$ cat config.mk
export PLATFORM = sky130hd
export DESIGN_NAME = csbuf_top
export DESIGN_NICKNAME = d
export VERILOG_FILES = /design/src/rtl/csbuf_pkg.sv /design/src/rtl/csbuf_ctrl.sv /design/src/rtl/csbuf_data.sv /design/src/rtl/csbuf_top.sv
export SDC_FILE = /design/constraint.sdc
export NUM_CORES = 2
export LEC_CHECK = 0
export CAP_MARGIN = 15
export CORE_ASPECT_RATIO = 0.6
export CORE_MARGIN = 4
export CORE_UTILIZATION = 59
export DETAILED_ROUTE_END_ITERATION = 7
export DONT_BUFFER_PORTS = 1
export GPL_ROUTABILITY_DRIVEN = 0
export HOLD_SLACK_MARGIN = 0.02
export MAX_ROUTING_LAYER = met4
export PLACE_DENSITY = 0.84
export SKIP_CTS_REPAIR_TIMING = 1
export SYNTH_ARGS = -nofsm -noshare
export SYNTH_HDL_FRONTEND = slang
export SYNTH_SLANG_ARGS = --single-unit
$ cat constraint.sdc
create_clock -name clk -period 11.5 [get_ports clk]
set_input_delay 0.575 -clock clk [delete_from_list [all_inputs] [get_ports clk]]
set_output_delay 0.575 -clock clk [all_outputs]
set_load 0.03 [all_outputs]
$ cat src/rtl/csbuf_pkg.sv
package csbuf_pkg;
  localparam int CS_BYTES = 24;
  localparam int IDX_W = $clog2(CS_BYTES);
  localparam int ADDR_W = 7;
  localparam logic [ADDR_W-1:0] WIN_BASE = 7'h20;
  localparam logic [7:0] CRC_POLY = 8'h1D;
  localparam logic [7:0] CRC_INIT = 8'hFF;

  typedef struct packed {
    logic wr;
    logic xfer;
    logic wrChanB;
    logic wrUser;
    logic [IDX_W-1:0] wrIdx;
    logic [IDX_W-1:0] rdIdx;
    logic rdUser;
  } ctrlStrb_t;
endpackage

$ cat src/rtl/csbuf_ctrl.sv
module csbuf_ctrl
  import csbuf_pkg::*;
#(
  parameter int BYTES = CS_BYTES
) (
  input  logic              clk,
  input  logic              rstN,
  input  logic              hostWe,
  input  logic              hostRe,
  input  logic [ADDR_W-1:0] hostAddr,
  input  logic              hostChanB,
  input  logic              hostUser,
  input  logic              twoByteMode,
  input  logic              hostBurst,
  input  logic              blockStart,
  input  logic [7:0]        rdByteA,
  input  logic [7:0]        rdByteB,
  output ctrlStrb_t         strb,
  output logic [7:0]        hostRdata,
  output logic              hostRvalid,
  output logic              xferDone
);
  localparam logic [ADDR_W-1:0] WIN_END = WIN_BASE + ADDR_W'(BYTES);

  typedef enum logic [1:0] {RD_IDLE, RD_FIRST, RD_SECOND} rdSt_t;

  rdSt_t            rdSt;
  logic [IDX_W-1:0] rdIdxQ;
  logic             rdUserQ;
  logic             rdChanBQ;
  logic             rdTwoQ;
  logic             dirty;
  logic             inWin;
  logic [IDX_W-1:0] idx;
  logic             xferGo;
  logic             rdReq;

  assign inWin  = (hostAddr >= WIN_BASE) && (hostAddr < WIN_END);
  assign idx    = IDX_W'(hostAddr - WIN_BASE);
  assign rdReq  = hostRe && inWin;
  assign xferGo = blockStart && dirty && !hostBurst;

  always_comb begin
    strb.wr      = hostWe && inWin;
    strb.xfer    = xferGo;
    strb.wrChanB = hostChanB;
    strb.wrUser  = hostUser;
    strb.wrIdx   = idx;
    strb.rdIdx   = rdIdxQ;
    strb.rdUser  = rdUserQ;
  end

  always_ff @(posedge clk) begin
    if (!rstN) begin
      rdSt     <= RD_IDLE;
      rdIdxQ   <= '0;
      rdUserQ  <= 1'b0;
      rdChanBQ <= 1'b0;
      rdTwoQ   <= 1'b0;
      dirty    <= 1'b0;
      xferDone <= 1'b0;
    end else begin
      xferDone <= xferGo;
      if (hostWe && inWin) dirty <= 1'b1;
      else if (xferGo)     dirty <= 1'b0;
      if (rdReq) begin
        rdSt     <= RD_FIRST;
        rdIdxQ   <= idx;
        rdUserQ  <= hostUser;
        rdChanBQ <= hostChanB;
        rdTwoQ   <= twoByteMode;
      end else if (rdSt == RD_FIRST && rdTwoQ) begin
        rdSt <= RD_SECOND;
      end else begin
        rdSt <= RD_IDLE;
      end
    end
  end

  always_comb begin
    hostRvalid = (rdSt != RD_IDLE);
    case (rdSt)
      RD_FIRST:  hostRdata = (rdTwoQ || !rdChanBQ) ? rdByteA : rdByteB;
      RD_SECOND: hostRdata = rdByteB;
      default:   hostRdata = 8'h00;
    endcase
  end

  // a completion strobe only follows an unblocked block start
  p_done_after_start_r5: assert property (@(posedge clk) disable iff (!rstN)
    xferDone |-> ($past(blockStart) && !$past(hostBurst)));

  // a busy host holds off the move
  p_busy_holds_r6: assert property (@(posedge clk) disable iff (!rstN)
    (blockStart && hostBurst) |=> !xferDone);

  // a window read answers in the next cycle
  p_read_answer_r3: assert property (@(posedge clk) disable iff (!rstN)
    rdReq |=> hostRvalid);

  // a two-byte read keeps valid for its second byte
  p_second_byte_r4: assert property (@(posedge clk) disable iff (!rstN)
    (rdSt == RD_FIRST && rdTwoQ) |=> hostRvalid);
endmodule

$ cat src/rtl/csbuf_data.sv
module csbuf_data
  import csbuf_pkg::*;
#(
  parameter int BYTES = CS_BYTES,
  localparam int FRAMES = BYTES * 8,
  localparam int FIDX_W = $clog2(FRAMES)
) (
  input  logic              clk,
  input  logic              rstN,
  input  ctrlStrb_t         strb,
  input  logic [7:0]        hostWdata,
  input  logic [FIDX_W-1:0] frameIdx,
  output logic [7:0]        rdByteA,
  output logic [7:0]        rdByteB,
  output logic [1:0]        txCs,
  output logic [1:0]        txUser
);
  logic [1:0][BYTES-1:0][7:0] eCs, eUs, fCs, fUs;
  logic [1:0][7:0]            crcVal;
  logic [1:0]                 isPro;
  logic                       inRange;
  logic [FIDX_W-4:0]          byteSel;

  function automatic logic [7:0] blockCrc(input logic [BYTES-1:0][7:0] blk);
    logic [7:0] c;
    logic       fb;
    c = CRC_INIT;
    for (int i = 0; i < BYTES - 1; i++) begin
      for (int b = 0; b < 8; b++) begin
        fb = c[7] ^ blk[i][b];
        c  = {c[6:0], 1'b0};
        if (fb) c = c ^ CRC_POLY;
      end
    end
    return c;
  endfunction

  for (genvar ch = 0; ch < 2; ch++) begin : g_chan
    always_comb begin
      crcVal[ch] = blockCrc(eCs[ch]);
      isPro[ch]  = eCs[ch][0][0];
    end
  end

  always_ff @(posedge clk) begin
    if (!rstN) begin
      eCs <= '0;
      eUs <= '0;
      fCs <= '0;
      fUs <= '0;
    end else begin
      if (strb.wr) begin
        if (strb.wrUser) eUs[strb.wrChanB][strb.wrIdx] <= hostWdata;
        else             eCs[strb.wrChanB][strb.wrIdx] <= hostWdata;
      end
      if (strb.xfer) begin
        fUs <= eUs;
        for (int ch = 0; ch < 2; ch++) begin
          fCs[ch] <= eCs[ch];
          if (isPro[ch]) fCs[ch][BYTES-1] <= crcVal[ch];
        end
      end
    end
  end

  always_comb begin
    rdByteA = strb.rdUser ? eUs[0][strb.rdIdx] : eCs[0][strb.rdIdx];
    rdByteB = strb.rdUser ? eUs[1][strb.rdIdx] : eCs[1][strb.rdIdx];
  end

  assign inRange = (frameIdx < FIDX_W'(FRAMES));
  assign byteSel = frameIdx[FIDX_W-1:3];

  for (genvar ch = 0; ch < 2; ch++) begin : g_tx
    assign txCs[ch]   = inRange ? fCs[ch][byteSel][frameIdx[2:0]] : 1'b0;
    assign txUser[ch] = inRange ? fUs[ch][byteSel][frameIdx[2:0]] : 1'b0;
  end

  // the working copy moves only on a transfer
  p_work_hold_r5: assert property (@(posedge clk) disable iff (!rstN)
    !strb.xfer |=> ($stable(fCs) && $stable(fUs)));

  // the staging copy changes only through a window write
  p_stage_hold_r2: assert property (@(posedge clk) disable iff (!rstN)
    !strb.wr |=> ($stable(eCs) && $stable(eUs)));

  // the user store arrives unchanged
  p_user_copy_r9: assert property (@(posedge clk) disable iff (!rstN)
    strb.xfer |=> (fUs == $past(eUs)));
endmodule

$ cat src/rtl/csbuf_top.sv
module csbuf_top
  import csbuf_pkg::*;
#(
  parameter int BYTES = CS_BYTES,
  localparam int FIDX_W = $clog2(BYTES * 8)
) (
  input  logic              clk,
  input  logic              rstN,
  input  logic              hostWe,
  input  logic              hostRe,
  input  logic [ADDR_W-1:0] hostAddr,
  input  logic [7:0]        hostWdata,
  input  logic              hostChanB,
  input  logic              hostUser,
  input  logic              twoByteMode,
  input  logic              hostBurst,
  output logic [7:0]        hostRdata,
  output logic              hostRvalid,
  input  logic              blockStart,
  input  logic [FIDX_W-1:0] frameIdx,
  output logic [1:0]        txCs,
  output logic [1:0]        txUser,
  output logic              xferDone
);
  ctrlStrb_t  strb;
  logic [7:0] rdByteA, rdByteB;

  csbuf_ctrl #(.BYTES(BYTES)) u_ctrl (
    .clk(clk), .rstN(rstN), .hostWe(hostWe), .hostRe(hostRe),
    .hostAddr(hostAddr), .hostChanB(hostChanB), .hostUser(hostUser),
    .twoByteMode(twoByteMode), .hostBurst(hostBurst), .blockStart(blockStart),
    .rdByteA(rdByteA), .rdByteB(rdByteB), .strb(strb),
    .hostRdata(hostRdata), .hostRvalid(hostRvalid), .xferDone(xferDone)
  );

  csbuf_data #(.BYTES(BYTES)) u_data (
    .clk(clk), .rstN(rstN), .strb(strb), .hostWdata(hostWdata),
    .frameIdx(frameIdx), .rdByteA(rdByteA), .rdByteB(rdByteB),
    .txCs(txCs), .txUser(txUser)
  );
endmodule

==> impl_metrics.json <==
{
  "crit_buf_inv": 6,
  "fp-row-count": 110,
  "ys_seq_area_frac": 0.348,
  "endpoint": "u_data.fCs[184]$_SDFFE_PN0P_",
  "hold_violations": 2,
  "start_util": 0.594,
  "min_path_type": "in -> reg",
  "fin_area_um2": 97200,
  "cts_made_buffers": 137,
  "via_per_inst": 6.59,
  "routed_wl_um": 293000,
  "syn-num-nets": 8786,
  "setup_viol": 8,
  "gr-total-overflow": 0,
  "status": "finished, violations left",
  "crit_path_start": "u_data.eCs[16]$_SDFFE_PN0P_",
  "violations": "design-rule violations, negative hold slack, max-slew violations, negative setup slack",
  "ys.flop_type": "dfxtp_1",
  "skew_ns": 0.0362,
  "yosys.area.top_type": "dfxtp_1",
  "synthTopCellsByArea": "dfxtp_1 (35%), mux4_2 (11%), a21boi_0 (9.8%)",
  "cap_violations": 0,
  "syn_inst": 8751,
  "cp.arrival_ns": 12.39,
  "place_ws_ns": -0.453,
  "dr.pass1.iters": 8,
  "drive_gt1_frac": 0.152,
  "end_kind": "register",
  "synth-edff-count": 0,
  "fmax_ghz": 0.0852,
  "grt_pass1_vias": 64400,
  "period_minus_slack_ns": 11.74,
  "fin_crit_sh": 1.02,
  "startpoint_type": "register",
  "slowest_stage": "xnor3_1",
  "tightest_slew_ns": 6.69,
  "synth_most_common_cell": "nand2_1",
  "ys_warn_count": 0,
  "io_pins": 46,
  "clk_pin_slew_ns": 0.07,
  "vias": 70000,
  "cp.depth": 35,
  "drtIter0Drc": 12700,
  "cts_num_sinks": 1548,
  "die-width_um": 509,
  "cts_root_buf": "clkbuf_16",
  "slew_headroom": -3.46,
  "final_nets": 8518,
  "htreeDepth": 4,
  "ff2ff_path_depth": 35,
  "slew_violations": 1536,
  "max_stage_delay_ns": 0.56,
  "port_buffers": 0,
  "antenna_found_initial": 23,
  "dieArea_um2": 157000,
  "path_class": "reg -> reg",
  "netlist.area_leader.share": 0.348,
  "synth.ff_latch_count": 1548,
  "hpwl_um": 182000,
  "whs_ns": -0.00367,
  "r2r-start": "u_data.eCs[16]$_SDFFE_PN0P_",
  "regToRegSetupSlack_ns": -0.24,
  "synthArstFlopShare": 0,
  "grt_pass1_wl_um": 413000,
  "avgSynthCellArea_um2": 10.2,
  "core_area_um2": 150000,
  "die_height_um": 309,
  "setup_slack_ns": -0.243,
  "drtAntennaViolNets": 0,
  "critPathTopFamily": "XOR/XNOR gates",
  "cts_tree": "done",
  "areaGrowthSynthToFinish_pct": 9.17,
  "syn_area_um2": 89000,
  "drc": 10,
  "grt.total_usage": 0.355,
  "insertion_delay_ns": 0.80,
  "ys_top_cells_by_count": "nand2_1 (2,028), dfxtp_1 (1,548), a21boi_0 (1,162)",
  "crit_required_ns": 12.15,
  "grt_max_degree": 1549,
  "placed_cell_area_um2": 90400,
  "wl_per_cell_um": 27.5,
  "r2r_end": "u_data.fCs[184]$_SDFFE_PN0P_",
  "utilization": 0.648,
  "clock_path_buffers": 3,
  "worst-path-max-fanout": 5,
  "synth.distinct_cells": 62,
  "cpMostUsedCell": "xnor3_2"
}
-- kinds of logic after synthesis --
group,synth area share
and+or+nand+nor,0.126
AOI/OAI and AO/OA,0.128
DFF,0.348
xor gates and xnor gates,0.208
muxes,0.156
buffers and inverters,0.0324
adders and majority gates,0.000422
-- sequential cells by signal, indices dropped and copies added (netlist names) --
signal	flops
u_ctrl.dirty	1
u_ctrl.rdChanBQ	1
u_ctrl.rdIdxQ	5
u_ctrl.rdSt	2
u_ctrl.rdTwoQ	1
u_ctrl.rdUserQ	1
u_ctrl.xferDone	1
u_data.eCs	384
u_data.eUs	384
u_data.fCs	384
u_data.fUs	384
-- metal layers --
layer / vias up / part of all wire / GRT usage
li1: 29400 / - / -
met1: 34100 / 0.38 / 0.505
met2: 5652 / 0.39 / 0.454
met3: 835 / 0.18 / 0.150
met4: 0 / 0.041 / 0.110
met5: - / 0 / -
-- stage by stage --
stage                     hold WS, ns  TNS, ns  cells
after floorplan                 0.432        0   8751
after global placement          0.448        0  10200
after detailed placement        0.453    -4.40  10300
after CTS                     -0.0797    -6.85  10500
after global routing         -0.00304    -2.80  10600
final                        -0.00367    -1.10  10600
-- worst reg2reg max path, delay by kind of cell, from the launching register on --
family                    cells  cell delay [ns]
xor gates and xnor gates     27             9.76
buffers and inverters         6             1.07
DFF                           1             0.41
AOI/OAI and AO/OA             2             0.35
-- worst min-delay path by stage --
stage                                 start                      endpoint  slack (ns)  cells past startpoint
6_report                       hostWdata[4]  u_data.eCs[188]$_SDFFE_PN0P_      -0.004                      2
5_1_grt                        hostWdata[4]  u_data.eCs[220]$_SDFFE_PN0P_      -0.003                      2
4_1_cts                        hostWdata[7]   u_data.eCs[15]$_SDFFE_PN0P_       -0.08                      2
3_5_place_dp     u_ctrl.rdTwoQ$_SDFFE_PN0P_     u_ctrl.rdSt[1]$_SDFF_PP0_        0.45                      2
3_3_place_gp   u_data.fCs[334]$_SDFFE_PN0P_  u_data.fCs[334]$_SDFFE_PN0P_        0.45                      2
2_1_floorplan  u_data.fCs[191]$_SDFFE_PN0P_  u_data.fCs[191]$_SDFFE_PN0P_        0.43                      2
-- placed cells by master, fill, tap and decap left out, drive strengths merged, types with 4 or more instances in the layout --
cell and count:
diode 22, a32o 6, nor2 124, clkbuf 199, dlygate4sd3 22, dfxtp 1548, or3 7, o221ai 5
nor3 25, nand3 99, buf 295, a22oi 8, a32oi 8, xor2 231, a211oi 7, bufinv 7
clkinvlp 7, mux4 436, nor2b 380, xnor3 399, mux2i 405, a311oi 4, o211ai 6, a21oi 13
xnor2 583, nor3b 4, o21ai 374, o22ai 28, xor3 76, a21boi 1166, inv 20, a31oi 15
nand2 2028, clkinv 24
-- final cells by class --
| cell class | count | area, um^2 |
|---|---|---|
| multi-input cells | 6465 | 56200 |
| diodes | 22 | 55.1 |
| repair buffers | 317 | 2630 |
| fillers | 10800 | 52700 |
| well taps | 2016 | 2520 |
| inverters | 14 | 52.6 |
| clock inverters | 44 | 567 |
| clock buffers | 199 | 4120 |
| flip-flops and latches | 1548 | 31000 |
Power is not shown: default switching activity piles up to over one toggle a cycle in this logic, so the estimate is an artifact.
